### src/rtl/uart_rx_pkg.sv
package uart_rx_pkg;
    typedef enum logic [1:0] {RX_IDLE, RX_START, RX_DATA, RX_STOP} rx_state_e;

    localparam int unsigned ST_FULL = 0;
    localparam int unsigned ST_OVR  = 1;
    localparam int unsigned ST_FE   = 2;
    localparam int unsigned ST_IDLE = 3;
    localparam int unsigned ST_BIT8 = 4;
endpackage

### src/rtl/uart_rx_sync.sv
module uart_rx_sync #(
    parameter int unsigned STAGES = 2
) (
    input  logic clk,
    input  logic rst_n,
    input  logic din,
    output logic dout
);
    logic [STAGES-1:0] sync_d, sync_q;

    always_comb begin
        sync_d = {sync_q[STAGES-2:0], din};
    end

    always_ff @(posedge clk or negedge rst_n) begin
        if (!rst_n) sync_q <= '1;
        else        sync_q <= sync_d;
    end

    assign dout = sync_q[STAGES-1];
endmodule

### src/rtl/uart_rx_frame.sv
module uart_rx_frame
    import uart_rx_pkg::*;
#(
    parameter int unsigned OSR   = 16,
    parameter int unsigned DBITS = 8
) (
    input  logic             clk,
    input  logic             rst_n,
    input  logic             tick,
    input  logic             line,
    input  logic             nine,
    output logic             done,
    output logic             stop_bad,
    output logic             busy,
    output logic [DBITS:0]   chr
);
    localparam int unsigned PW  = $clog2(OSR);
    localparam int unsigned BW  = $clog2(DBITS + 1);
    localparam int unsigned SW  = DBITS + 1;
    localparam int unsigned MID = OSR / 2;

    typedef struct packed {
        rx_state_e       state;
        logic [PW-1:0]   phase;
        logic [BW-1:0]   bitn;
        logic [SW-1:0]   sh;
        logic            s_a;
        logic            s_b;
        logic            done;
        logic            bad;
    } frm_t;

    frm_t d, q;
    logic maj;
    logic [BW-1:0] last_bit;

    always_comb begin
        d        = q;
        d.done   = 1'b0;
        maj      = (q.s_a & q.s_b) | (q.s_a & line) | (q.s_b & line);
        last_bit = nine ? BW'(DBITS) : BW'(DBITS - 1);
        if (tick) begin
            if (q.state == RX_IDLE) begin
                if (!line) begin
                    d.state = RX_START;
                    d.phase = PW'(1);
                end
            end else begin
                d.phase = (q.phase == PW'(OSR - 1)) ? '0 : q.phase + PW'(1);
                if (q.phase == PW'(MID - 1)) d.s_a = line;
                if (q.phase == PW'(MID))     d.s_b = line;
                if (q.phase == PW'(MID + 1)) begin
                    case (q.state)
                        RX_START: if (maj) d.state = RX_IDLE;
                        RX_DATA:  d.sh = {maj, q.sh[SW-1:1]};
                        RX_STOP: begin
                            d.done  = 1'b1;
                            d.bad   = !maj;
                            d.state = RX_IDLE;
                        end
                        default: ;
                    endcase
                end
                if (q.phase == PW'(OSR - 1)) begin
                    case (q.state)
                        RX_START: begin
                            d.state = RX_DATA;
                            d.bitn  = '0;
                        end
                        RX_DATA: begin
                            if (q.bitn == last_bit) d.state = RX_STOP;
                            else                    d.bitn  = q.bitn + BW'(1);
                        end
                        default: ;
                    endcase
                end
            end
        end
    end

    always_ff @(posedge clk or negedge rst_n) begin
        if (!rst_n) begin
            q       <= '0;
            q.state <= RX_IDLE;
        end else begin
            q <= d;
        end
    end

    assign done     = q.done;
    assign stop_bad = q.bad;
    assign busy     = (q.state != RX_IDLE);
    assign chr      = nine ? q.sh : {1'b0, q.sh[SW-1:1]};

    AST_DONE_PULSE: assert property (@(posedge clk) disable iff (!rst_n)
        q.done |=> !q.done);
endmodule

### src/rtl/uart_rx_idle.sv
module uart_rx_idle #(
    parameter int unsigned OSR   = 16,
    parameter int unsigned DBITS = 8
) (
    input  logic clk,
    input  logic rst_n,
    input  logic tick,
    input  logic line,
    input  logic quiet,
    input  logic nine,
    input  logic char_done,
    output logic hit
);
    localparam int unsigned LIM_S = OSR * (DBITS + 2);
    localparam int unsigned LIM_L = OSR * (DBITS + 3);
    localparam int unsigned CW    = $clog2(LIM_L + 1);

    typedef struct packed {
        logic [CW-1:0] cnt;
        logic          armed;
        logic          hit;
    } idl_t;

    idl_t d, q;
    logic [CW-1:0] lim;

    always_comb begin
        d     = q;
        d.hit = 1'b0;
        lim   = nine ? CW'(LIM_L) : CW'(LIM_S);
        if (char_done) d.armed = 1'b1;
        if (!line || !quiet) begin
            d.cnt = '0;
        end else if (tick) begin
            if (q.cnt < lim) d.cnt = q.cnt + CW'(1);
            if (q.armed && q.cnt == lim - CW'(1)) begin
                d.hit   = 1'b1;
                d.armed = 1'b0;
            end
        end
    end

    always_ff @(posedge clk or negedge rst_n) begin
        if (!rst_n) q <= '0;
        else        q <= d;
    end

    assign hit = q.hit;

    AST_IDLE_LINE_HIGH: assert property (@(posedge clk) disable iff (!rst_n)
        q.hit |-> $past(line));
    AST_IDLE_ONE_SHOT: assert property (@(posedge clk) disable iff (!rst_n)
        q.hit |=> !q.hit);
endmodule

### src/rtl/uart_rx_flags.sv
module uart_rx_flags
    import uart_rx_pkg::*;
#(
    parameter int unsigned OSR   = 16,
    parameter int unsigned DBITS = 8,
    parameter int unsigned SYNC  = 2
) (
    input  logic             clk,
    input  logic             rst_n,
    input  logic             rx_in,
    input  logic             os_tick,
    input  logic             nine_mode,
    input  logic             rx_ie,
    input  logic             idle_ie,
    input  logic             rd_en,
    input  logic             rd_sel,
    output logic [DBITS-1:0] rd_data,
    output logic             irq
);
    typedef struct packed {
        logic full;
        logic ovr;
        logic fe;
        logic idle;
        logic arm;
    } flg_t;

    flg_t d, q;
    logic [DBITS:0] buf_d, buf_q;
    logic line_s, frm_done, frm_bad, frm_busy, idle_hit;
    logic [DBITS:0] frm_chr;
    logic [DBITS-1:0] status_v;

    uart_rx_sync #(.STAGES(SYNC)) u_sync (
        .clk(clk), .rst_n(rst_n), .din(rx_in), .dout(line_s)
    );

    uart_rx_frame #(.OSR(OSR), .DBITS(DBITS)) u_frame (
        .clk(clk), .rst_n(rst_n), .tick(os_tick), .line(line_s),
        .nine(nine_mode), .done(frm_done), .stop_bad(frm_bad),
        .busy(frm_busy), .chr(frm_chr)
    );

    uart_rx_idle #(.OSR(OSR), .DBITS(DBITS)) u_idle (
        .clk(clk), .rst_n(rst_n), .tick(os_tick), .line(line_s),
        .quiet(!frm_busy), .nine(nine_mode), .char_done(frm_done),
        .hit(idle_hit)
    );

    always_comb begin
        d     = q;
        buf_d = buf_q;
        if (rd_en && rd_sel && (q.full || q.ovr || q.fe || q.idle))
            d.arm = 1'b1;
        if (rd_en && !rd_sel && q.arm) begin
            d.full = 1'b0;
            d.ovr  = 1'b0;
            d.fe   = 1'b0;
            d.idle = 1'b0;
            d.arm  = 1'b0;
        end
        if (frm_done) begin
            if (d.full) begin
                d.ovr = 1'b1;
            end else begin
                buf_d  = frm_chr;
                d.full = 1'b1;
                d.fe   = frm_bad;
            end
        end
        if (idle_hit) d.idle = 1'b1;
    end

    always_comb begin
        status_v          = '0;
        status_v[ST_FULL] = q.full;
        status_v[ST_OVR]  = q.ovr;
        status_v[ST_FE]   = q.fe;
        status_v[ST_IDLE] = q.idle;
        status_v[ST_BIT8] = buf_q[DBITS];
        if (!q.full && !q.ovr) status_v[ST_BIT8] = 1'b0;
    end

    always_ff @(posedge clk or negedge rst_n) begin
        if (!rst_n) q <= '0;
        else        q <= d;
    end

    always_ff @(posedge clk) begin
        buf_q <= buf_d;
    end

    assign rd_data = rd_sel ? status_v : buf_q[DBITS-1:0];
    assign irq     = (rx_ie && (q.full || q.ovr)) || (idle_ie && q.idle);

    AST_FE_WITH_FULL: assert property (@(posedge clk) disable iff (!rst_n)
        $rose(q.fe) |-> (q.full && $past(frm_done)));
    AST_OVR_NEEDS_FULL: assert property (@(posedge clk) disable iff (!rst_n)
        $rose(q.ovr) |-> $past(q.full));
    AST_OVR_HOLDS_BUF: assert property (@(posedge clk) disable iff (!rst_n)
        $rose(q.ovr) |-> (buf_q == $past(buf_q)));
    AST_CLEAR_NEEDS_ARM: assert property (@(posedge clk) disable iff (!rst_n)
        $fell(q.full) |-> $past(q.arm && rd_en && !rd_sel));
    AST_FULL_ON_DONE: assert property (@(posedge clk) disable iff (!rst_n)
        (frm_done && !q.full) |=> q.full);
endmodule

### config.mk
export PLATFORM = sky130hd
export DESIGN_NAME = uart_rx_flags
export DESIGN_NICKNAME = d
export VERILOG_FILES = /design/src/rtl/uart_rx_pkg.sv /design/src/rtl/uart_rx_sync.sv /design/src/rtl/uart_rx_frame.sv /design/src/rtl/uart_rx_idle.sv /design/src/rtl/uart_rx_flags.sv
export SDC_FILE = /design/constraint.sdc
export NUM_CORES = 1
export LEC_CHECK = 0
export CORE_AREA = 2 2 88 65
export CTS_BUF_LIST = sky130_fd_sc_hd__clkbuf_2
export DETAILED_ROUTE_END_ITERATION = 8
export DIE_AREA = 0 0 90 67
export PLACE_DENSITY = 0.79
export RECOVER_POWER = 100
export SLEW_MARGIN = 40
export SYNTH_ARGS = -nofsm -noshare
export SYNTH_HDL_FRONTEND = slang
export SYNTH_SLANG_ARGS = --single-unit
### constraint.sdc
create_clock -name clk -period 4.4 [get_ports clk]
set_clock_uncertainty 0.1 [all_clocks]
set_input_delay 1.1 -clock clk [delete_from_list [all_inputs] [get_ports clk]]
set_output_delay 1.1 -clock clk [all_outputs]
set_load 0.01 [all_outputs]
## Yosys cells after proc, flatten, opt, wreduce, memory -nomap -nowiden

Index checks and enable logic that the tools add are counted.

| operators by class | value |
|---|---|
| equality and inequality tests | 11 |
| $lt $le $gt $ge | 1 |
| reduce and logical (&&, ||, !) cells | 33 |
| bitwise gates (word level) | 7 |
| $add $sub $neg | 4 |
| mux-type cells | 32 |

Operators with widths:

| kind | number |
|---|---|
| 2-to-1 mux 8 bit | 4 |
| 2-to-1 mux 2 bit | 10 |
| == test 4 bit, second input constant | 3 |
| 2-to-1 mux 4 bit | 3 |
| 2-to-1 mux 6 bit | 2 |
| nonzero test 2 bit | 6 |
| 2-to-1 mux 10 bit | 1 |
| 2-to-1 mux 5 bit | 2 |
| adder 4 x 1 -> 4 bit, second input constant | 2 |
| adder 8 x 1 -> 8 bit, second input constant | 1 |
| == test 8 bit | 1 |
| logical AND 1 bit | 8 |
| less-than comparator 8 bit | 1 |
| one-hot mux 2 bit (2 select lines) | 2 |
| one-hot mux 4 bit (2 select lines) | 1 |
| AND reduction 4 bit | 2 |
| subtractor 8 x 1 -> 8 bit, second input constant | 1 |
| 2-to-1 mux 1 bit | 6 |
| AND reduction 2 bit | 3 |
| AND reduction 3 bit | 2 |
| logical NOT 1 bit | 5 |
| logical OR 1 bit | 5 |
| AND reduction 5 bit | 1 |
| == test 2 bit, second input constant | 2 |
| 9 further kinds | 14 |

| storage, ports and cells | value |
|---|---|
| logic and storage cells | 107 |
| register bits | 49 |
| output and inout port bits | 9 |

## Longest topological paths before layout

Gate-level depths: netlist of run 1.

| logic depth | value |
|---|---|
| word-level depth | 10 |
| depth in mapped cells | 7 |

## Cells and area by module

From an unflattened synthesis of run 1, not the netlist that was laid out.

| second synthesis, totals | value |
|---|---|
| cell total of the unflattened synthesis | 218 |
| area, all modules | 2518.7 sq um |

By module, submodules not included:

| module | times used | cells each | area each (sq um) | sequential area each (sq um) |
|---|---|---|---|---|
| uart_rx_frame | 1 | 119 | 1337.5 | 575.6 |
| uart_rx_flags | 1 | 41 | 575.6 | 395.4 |
| uart_rx_idle | 1 | 56 | 553.0 | 250.2 |
| uart_rx_sync | 1 | 2 | 52.6 | 52.6 |

## Worst setup path after synthesis of run 1

Ideal clock, no wire load.

| timing path | value |
|---|---|
| path type | input to output |
| from | input port rd_sel |
| to | output port rd_data[0] |
| data required time | 3.200 ns |
| data arrival time | 1.766 ns |
| path buffers | 1 |
| cell stages on the path | 2 |
| path slack | 1.434 ns |
| path through | clkbuf_1 mux2_2 |

| between the ends | value |
|---|---|
| longest elaborated chain between the ends | 1 |

Ends and longest elaborated chain:

| item | RTL line | RTL |
|---|---|---|
| from (decl) | uart_rx_flags.sv:16 | `input logic rd_sel,` |
| 2-to-1 mux 8 bit | uart_rx_flags.sv:93 | `assign rd_data = rd_sel ? status_v : buf_q[DBITS-1:0];` |
| to (decl) | uart_rx_flags.sv:17 | `output logic [DBITS-1:0] rd_data,` |

Every way passes these cells.

## Final worst setup path of run 1

| timing path | value |
|---|---|
| from | input port rd_sel |
| to | output port rd_data[2] |

Same word-level chain as after synthesis.

==> impl_metrics.ini, run 1 <==
[outcome]
status = finished with violations
violations = max-capacitance violations, max-slew violations

[floorplan]
die_h_microns = 67
std_cell_rows = 22
core_area_sq_um = 5120
die_area_sq_um = 6030
start_util_pct = 48.7
boundaryPins = 18
die_w_microns = 90

[logic_synthesis]
synth_edf_count = 9
ys_seq_area_share_pct = 51.1
synth.distinct_cells = 49
syn_area_sq_um = 2490
synthMuxAreaShare_pct = 11.3
synth_fp_nets = 238
synth_top_family_by_area = compound AO/OA/AOI/OAI gates
syn_inst = 218
synth_xor_area_share_pct = 0.352
synth-compound-area-share_pct = 14.4
synth_flop_cell = dfrtp_1
synth_simple_gate_area_share_pct = 13.4
synth_seq_cells = 49
yosysWarnings = 0
async_flop_share_pct = 81.6
synth_fa_ha_area_share_pct = 5.93
post_synth.cell_area_avg_sq_um = 11.4

[cts]
postCtsSetupRepairBufs = 0
cts_hold_buf = 0
cts_htree_levels = 2
clock-sinks = 49
cts-root-buf = clkbuf_2
cts_tree = yes
clk_path_buf_depth = 2
clkTransAtPathRegs_ps = 220
cts-resized-gates = 0
clock_latency_ps = 420
numCtsBuffers = 5

[min_path]
holdPathEnd = u_sync.sync_q[1]
hold_start = u_sync.sync_q[0]
hold_depth = 0
hp-class = flop to flop

[timing]
period_minus_slack_ps = 4060
period_share_pct = 92.2
slew_headroom_pct = -37.8
rsz0062_at_grt = no
setup_ws_ps = 342
slew_viol_final = 41
hold_violations = 0
setup_viol = 0
tightest_slew_ps = 2070
fin_tns_setup_ps = 0
max_freq_mhz = 246

[finish]
fin_util_pct = 53.3
antenna_cells = 0
fin_cells = 309
drive_gt1_share_pct = 16.9
nets = 256
syn2layout_area_growth_pct = 9.49
n_fill_cell = 472

[critical_path]
worstPathArrival_ps = 2860
r2r_slack_ps = 1980
setup.worst_path.end_class = output port
r2r-end = u_frame.q[16]
r2r_cells = 7
path_class = input port to output port
critPathLaunchType = input port
critical_path.max_fanout = 11
r2r_start = u_frame.q[21]
critPathRequiredTime_ps = 3200

[pwr]
pwr_density_cell_nw_per_um2 = 374
power.leakage_nw = 1.24
finalPower_mw = 1.02
ir_drop_uv = 215

[job]
cap_viol_max_count = 1

[grt]
grt-ovfl-total = 0
grt_start_max_net_pins = 41
grt_pass1_wl_microns = 8340
antenna_found_initial = 0
grt_pass1_vias = 1760
grt_use_total_pct = 17.5

[drt]
ant_nets = 0
drc_errors = 0
via_per_inst = 5.59
num_vias = 1727
first_pass_iters = 4
wire_per_inst_microns = 14.8
routed_wl_microns = 4570
drt_iter0_drc = 95

[place]
dp_hpwl_microns = 3280
dp.cells = 301
place_ws_ps = 549
io_buffers = 17
gp_congestion = 0.799
registers in the layout, indices dropped and copies added, names as in the netlist:
signal	flops
u_frame.q	21
buf_q	9
u_idle.q	9
q	5
u_sync.sync_q	2
u_frame.done	1
u_frame.stop_bad	1
u_idle.hit	1
power breakdown:
group / leakage [nW] / switching, mW / internal, mW
Sequential: 0.625 / 0.0609 / 0.518
Combinational: 0.585 / 0.142 / 0.120
Clock: 0.0327 / 0.139 / 0.0400
cells in the mapped netlist (all sizes together), types with 2 or more instances:
| cell type | number | area, sq um |
|---|---|---|
| o211ai | 3 | 36.3 |
| dfrtp | 38 | 951 |
| nor2 | 4 | 15.0 |
| inv | 14 | 52.6 |
| edfxtp | 9 | 270 |
| nand4b | 2 | 17.5 |
| and2 | 3 | 18.8 |
| dfstp | 2 | 52.6 |
| buf | 4 | 25.0 |
| a22oi | 2 | 15.0 |
| a21oi | 15 | 75.1 |
| nor2b | 5 | 31.3 |
| a311oi | 4 | 35.0 |
| nand3b | 2 | 15.0 |
| nand2b | 2 | 12.5 |
| or3 | 2 | 12.5 |
| mux2 | 24 | 270 |
| clkbuf | 3 | 11.3 |
| a31o | 4 | 35.0 |
| nand2 | 15 | 56.3 |
| a31oi | 2 | 12.5 |
| o31ai | 4 | 30.0 |
| ha | 11 | 138 |
| and3 | 5 | 31.3 |
| nand3 | 7 | 40.0 |
| o21ai | 11 | 55.1 |
| or4 | 4 | 30.0 |
metal layers:
layer / share of wire (%) / GRT usage (%) / wire [microns]
met5: 0 / 0 / 0
met4: 1.5 / 6.92 / 68
met3: 3.5 / 3.73 / 159
met2: 44 / 27.3 / 2020
met1: 51 / 24.2 / 2320
metrics by stage:
stage / hold WS [ps] / cell area (sq um)
floorplan: 245 / 2490
detailed placement: 249 / 2720
finish: 274 / 2730
global route: 279 / 2730
CTS: 275 / 2760
global placement: 247 / 2720
worst max-delay path: stages:
cell and delay (ps):
dlygate4sd3_1 780, mux2_2 380, dlygate4sd3_1 600
how the worst max path moves through the flow:
stage	slack, ps	start	to	cells past startpoint
2_1_floorplan	1430	rd_sel	rd_data[0]	2
3_3_place_gp	550	rd_sel	rd_data[3]	3
3_5_place_dp	550	rd_sel	rd_data[0]	3
4_1_cts	540	rd_sel	rd_data[0]	3
5_1_grt	260	rd_sel	rd_data[0]	3
6_report	340	rd_sel	rd_data[2]	3
area by class of cell:
type | instances | area, sq um | share of cell area, %
Sequential cell | 49 | 1270 | 46.7
Multi-Input combinational cell | 148 | 1100 | 40.5
Timing Repair Buffer | 18 | 168 | 6.15
Tap cell | 72 | 90.1 | 3.30
Inverter | 14 | 52.6 | 1.93
Clock buffer | 6 | 30.0 | 1.10
Clock inverter | 2 | 10.0 | 0.367
cells in the final DEF, fill, tap and decap left out, types with 3 or more instances in the layout:
cell type        count
nor2b_1              5
dlygate4sd3_1       13
edfxtp_1             9
nand3_1              7
o211ai_1             3
a21oi_1             15
mux2_2              24
clkdlybuf4s50_1      3
and3_1               5
inv_1               14
a31o_2               4
dfrtp_1             38
o31ai_1              4
ha_1                11
or4_1                4
a311oi_1             4
nand2_1             15
o21ai_0             11
clkbuf_2             6
nor2_1               4
kinds of logic (layout without fill, tap and decap cells):
group                      Yosys count  in the layout
xor gates and xnor gates             1              1
buffers and inverters               21             40
AOI/OAI and AO/OA                   52             52
muxes                               25             25
DFF                                 49             49
adders and majority gates           12             12
and+or+nand+nor                     58             58
Power figures use the tool's default switching activity.
==> run 2, diff against run 1 <==
--- a/config.mk
+++ b/config.mk
@@ -9,6 +9,7 @@
 export CTS_BUF_LIST = sky130_fd_sc_hd__clkbuf_2
 export DETAILED_ROUTE_END_ITERATION = 8
 export DIE_AREA = 0 0 90 67
+export MAX_ROUTING_LAYER = met4
 export PLACE_DENSITY = 0.79
 export RECOVER_POWER = 100
 export SLEW_MARGIN = 40
==> run 2 against run 1 <==
Against the previous run: the flow still finishes with violations (max-capacitance violations, max-slew violations); fmax increased by 0.26%; routed wire length about the same; core utilization stayed put; largest cell class unchanged; critical endpoint unchanged; sequential share of layout area did not move; final cell count is the same; power hardly changed; non-clock buffer count unchanged; setup slack gained 10 ps; critical path depth unchanged.
==> impl_metrics.ini, run 2 (synthesis results as in run 1) <==
[outcome]
status = finished with violations
violations = max-capacitance violations, max-slew violations

[finish]
mostFrequentLayoutCells = 38 x dfrtp_1, 24 x mux2_2, 15 x a21oi_1, 15 x nand2_1, 14 x inv_1
antenna_cells = 0
n_fill_cell = 472
syn2layout_area_growth_pct = 9.49
final_common_cell = dfrtp_1
drive_gt1_share_pct = 16.9
largest_register = u_frame.q
top_regs = u_frame.q: 21 flops, buf_q: 9 flops, u_idle.q: 9 flops
nets = 256
largest_register_ffs = 21

[min_path]
hp-class = flop to flop
hold_depth = 0

[cts]
cts_tree = yes
clock_latency_ps = 420
cts_htree_levels = 2
clock-sinks = 49
cts_hold_buf = 0
cts-resized-gates = 0
clkTransAtPathRegs_ps = 220
clk_path_buf_depth = 2
cts-root-buf = clkbuf_2
postCtsSetupRepairBufs = 0
numCtsBuffers = 5

[timing]
tightest_slew_ps = 2070
setup_viol = 0
slew_viol_final = 41
hold_violations = 0
period_minus_slack_ps = 4050
period_share_pct = 92.0
fin_tns_setup_ps = 0
rsz0062_at_grt = no
max_freq_mhz = 247
slew_headroom_pct = -37.9

[critical_path]
worstPathArrival_ps = 2850
setup.worst_path.end_class = output port
critPathRequiredTime_ps = 3200
critical_path.max_fanout = 11
critPathLaunchType = input port
r2r_cells = 7
path_class = input port to output port

[drt]
ant_nets = 0
wire_per_inst_microns = 14.8
num_vias = 1729
drt_iter0_drc = 87
drc_errors = 0
routed_wl_microns = 4560
first_pass_iters = 4
via_per_inst = 5.60

[floorplan]
std_cell_rows = 22
core_area_sq_um = 5120
die_area_sq_um = 6030
boundaryPins = 18
die_w_microns = 90
start_util_pct = 48.7
die_h_microns = 67

[place]
dp_hpwl_microns = 3280
gp_congestion = 0.810
io_buffers = 17

[grt]
grt_pass1_wl_microns = 8360
grt_use_total_pct = 18.0
antenna_found_initial = 0
grt_start_max_net_pins = 41
grt-ovfl-total = 0
grt_pass1_vias = 1758

[pwr]
power.leakage_nw = 1.24
pwr_density_cell_nw_per_um2 = 374
finalPower_mw = 1.02
ir_drop_uv = 215

[job]
cap_viol_max_count = 1
[run 2: cell counts in the layout (fill, tap and decap cells not counted)]
No cell type changed its count.
[run 2: worst paths after layout]
| kind | from | endpoint | slack [ps] |
|---|---|---|---|
| worst max-delay path | rd_sel | rd_data[2] | 350 |
| worst min-delay path | u_sync.sync_q[0] | u_sync.sync_q[1] | 270 |
| worst max register to register | u_frame.q[21] | u_frame.q[16] | 1990 |
| worst min register to register | u_sync.sync_q[0] | u_sync.sync_q[1] | 270 |
| max in group asynchronous | rst_n | q[1] | 1910 |
| min in group asynchronous | rst_n | u_frame.q[15] | 1130 |
[run 2: report_power, final]
group | switching, mW | leakage (nW) | internal, mW
Sequential | 0.0607 | 0.625 | 0.518
Combinational | 0.142 | 0.585 | 0.120
Clock | 0.140 | 0.0327 | 0.0400
Total | 0.342 | 1.24 | 0.678
[run 2: per-layer routing]
metal / track usage, % / vias up / wire length [microns]
met5: - / - / 0
met4: 6.92 / 0 / 68
met3: 3.73 / 8 / 170
met2: 27.3 / 31 / 2020
met1: 24.2 / 852 / 2300
li1: - / 838 / -
[run 2: layout make-up]
class / instances / area, sq um / share of cell area, %
flip-flops and latches: 49 / 1270 / 46.7
multi-input cells: 148 / 1100 / 40.5
repair buffers: 18 / 168 / 6.15
well taps: 72 / 90.1 / 3.30
inverters: 14 / 52.6 / 1.93
clock buffers: 6 / 30.0 / 1.10
clock inverters: 2 / 10.0 / 0.367
[run 2: stage by stage]
stage | hold slack, ps | setup slack, ps | std cells | cell area, sq um | util, %
floorplan | 245 | 1430 | 218 | 2490 | -
global placement | 247 | 555 | 301 | 2720 | 53.1
detailed placement | 249 | 549 | 301 | 2720 | 53.1
CTS | 275 | 543 | 309 | 2760 | 53.9
global route | 279 | 255 | 309 | 2730 | 53.3
finish | 274 | 352 | 309 | 2730 | 53.3
[run 2: worst max-delay path: stages]
cell and delay (ps):
dlygate4sd3_1 770, mux2_2 380, dlygate4sd3_1 600
==> run 3, diff against run 2 <==
--- a/config.mk
+++ b/config.mk
@@ -5,12 +5,12 @@
 export SDC_FILE = /design/constraint.sdc
 export NUM_CORES = 1
 export LEC_CHECK = 0
-export CORE_AREA = 2 2 88 65
+export CORE_AREA = 2 2 112 82
 export CTS_BUF_LIST = sky130_fd_sc_hd__clkbuf_2
 export DETAILED_ROUTE_END_ITERATION = 8
-export DIE_AREA = 0 0 90 67
+export DIE_AREA = 0 0 114 84
 export MAX_ROUTING_LAYER = met4
-export PLACE_DENSITY = 0.79
+export PLACE_DENSITY = 0.57
 export RECOVER_POWER = 100
 export SLEW_MARGIN = 40
 export SYNTH_ARGS = -nofsm -noshare
==> constraint.sdc (replaced) <==
create_clock -name clk -period 4.4 [get_ports clk]
set_clock_uncertainty 0.1 [all_clocks]
set_input_delay 1.1 -clock clk [delete_from_list [all_inputs] [get_ports clk]]
set_output_delay 1.1 -clock clk [all_outputs]
set_load 0.005 [all_outputs]
==> run 3 against run 2 <==
Against the previous run: the flow still finishes with violations (max-capacitance violations, max-slew violations); combinational power is 2% lower; setup slack worse by 12 ps; via count is 2.9% lower; sequential cell count stayed put; final area is 1.8% higher; sequential power hardly changed; fmax is 0.28% lower; first-iteration DRC count is 49% higher; final cell count is 12% higher; non-clock buffer count is 1 higher; global-route usage is 7.5 points lower; critical path depth stayed put; critical endpoint is now rd_data[1]; largest power group unchanged.
==> impl_metrics.ini, run 3 (synthesis results as in run 1) <==
[finish]
final_common_cell = dfrtp_1
top_regs = u_frame.q: 21 flops, buf_q: 9 flops, u_idle.q: 9 flops
largest_register_ffs = 21
n_fill_cell = 876
largest_register = u_frame.q
antenna_cells = 0
seq_area_sq_um = 1270
drive_gt1_share_pct = 16.8
multiInputGateArea_sq_um = 1100
syn2layout_area_growth_pct = 11.5
mostFrequentLayoutCells = 38 x dfrtp_1, 24 x mux2_2, 15 x a21oi_1, 15 x nand2_1, 14 x inv_1
nets = 257

[cts]
postCtsSetupRepairBufs = 0
cts-root-buf = clkbuf_2
clkTransAtPathRegs_ps = 230
cts_htree_levels = 2
numCtsBuffers = 5
clock-sinks = 49
cts_tree = yes
clock_latency_ps = 420
cts-resized-gates = 0
clk_path_buf_depth = 2
cts_hold_buf = 0

[timing]
hold_violations = 0
setup_ws_ps = 341
setup_viol = 0
max_freq_mhz = 246
period_minus_slack_ps = 4060
slew_viol_final = 41
period_share_pct = 92.3
fin_tns_setup_ps = 0
rsz0062_at_grt = no
tightest_slew_ps = 2150
slew_headroom_pct = -43.0

[grt]
grt_pass1_wl_microns = 7980
grt-ovfl-total = 0
grt_pass1_vias = 1634
antenna_found_initial = 0
grt_start_max_net_pins = 41
grt_use_total_pct = 10.5

[critical_path]
critPathLaunchType = input port
crit_end = rd_data[1]
crit_buf_inv = 2
crit_family = buffers and inverters
worstPathArrival_ps = 2860
r2r_start = u_frame.q[21]
path_cells = dlygate4sd3_1 > mux2_2 > dlygate4sd3_1
critPathLaunch = rd_sel
r2r_cells = 7
r2r-end = u_frame.q[15]
cp_common_cell = dlygate4sd3_1
max_stage_delay_ps = 800
r2r_slack_ps = 1980
path_class = input port to output port
cp_slowest_cell = dlygate4sd3_1
critPathRequiredTime_ps = 3200
crit_cells = 3
setup.worst_path.end_class = output port
critical_path.max_fanout = 11

[floorplan]
die_area_sq_um = 9580
die_h_microns = 84
core_area_sq_um = 8640
start_util_pct = 28.8
std_cell_rows = 29
boundaryPins = 18
die_w_microns = 114

[drt]
via_per_inst = 4.85
num_vias = 1678
routed_wl_microns = 4550
drc_errors = 0
wire_per_inst_microns = 13.2
first_pass_iters = 4
drt_iter0_drc = 130
ant_nets = 0

[place]
dp_hpwl_microns = 3130
io_buffers = 17
gp_congestion = 0.792
place_ws_ps = 534

[outcome]
status = finished with violations
violations = max-capacitance violations, max-slew violations

[min_path]
hp-class = flop to flop

[pwr]
ir_drop_uv = 82.3
power.leakage_nw = 1.24
pwr_density_cell_nw_per_um2 = 366

[job]
cap_viol_max_count = 1
## run 3: cell type report
class,count,share of cell area (%)
multi-input cells,148,39.7
repair buffers,19,6.17
inverters,14,1.89
flip-flops and latches,49,45.9
well taps,108,4.87
clock buffers,8,1.44
## run 3: how the worst min path moves through the flow
stage	from	end	slack (ps)	cells after the start
final	u_sync.sync_q[0]	u_sync.sync_q[1]	270	0
after global routing	u_sync.sync_q[0]	u_sync.sync_q[1]	280	0
after CTS	u_sync.sync_q[0]	u_sync.sync_q[1]	280	0
after detailed placement	u_sync.sync_q[0]	u_sync.sync_q[1]	250	0
after global placement	u_sync.sync_q[0]	u_sync.sync_q[1]	250	0
after floorplan	u_sync.sync_q[0]	u_sync.sync_q[1]	250	0
## run 3: stage by stage
stage	hold WS (ps)	total power [mW]	cell area, sq um	util, %	std cells
after floorplan	245	0.770	2490	-	218
after global placement	246	0.851	2770	32.1	338
after detailed placement	249	0.858	2770	32.1	338
after CTS	277	1.05	2810	32.6	346
after global routing	281	1.10	2780	32.2	346
final	274	1.02	2780	32.2	346
## run 3: worst reg2reg max path: stages, from the launching register on
cell,delay [ps]
dfrtp_1,450
inv_1,110
ha_1,310
nor2b_1,180
clkbuf_1,280
o211ai_1,300
or4_1,480
a21oi_1,160
## run 3: metal layers
layer / vias up / global-route usage (%) / share of wire [%]
li1: 840 / - / -
met1: 807 / 15.0 / 53
met2: 24 / 14.6 / 42
met3: 7 / 2.25 / 3.5
met4: 0 / 3.88 / 1.3
met5: - / - / 0
## run 3: power breakdown
part / internal (mW) / switching, mW
Clock: 0.0468 / 0.135
Combinational: 0.120 / 0.137
Sequential: 0.518 / 0.0596
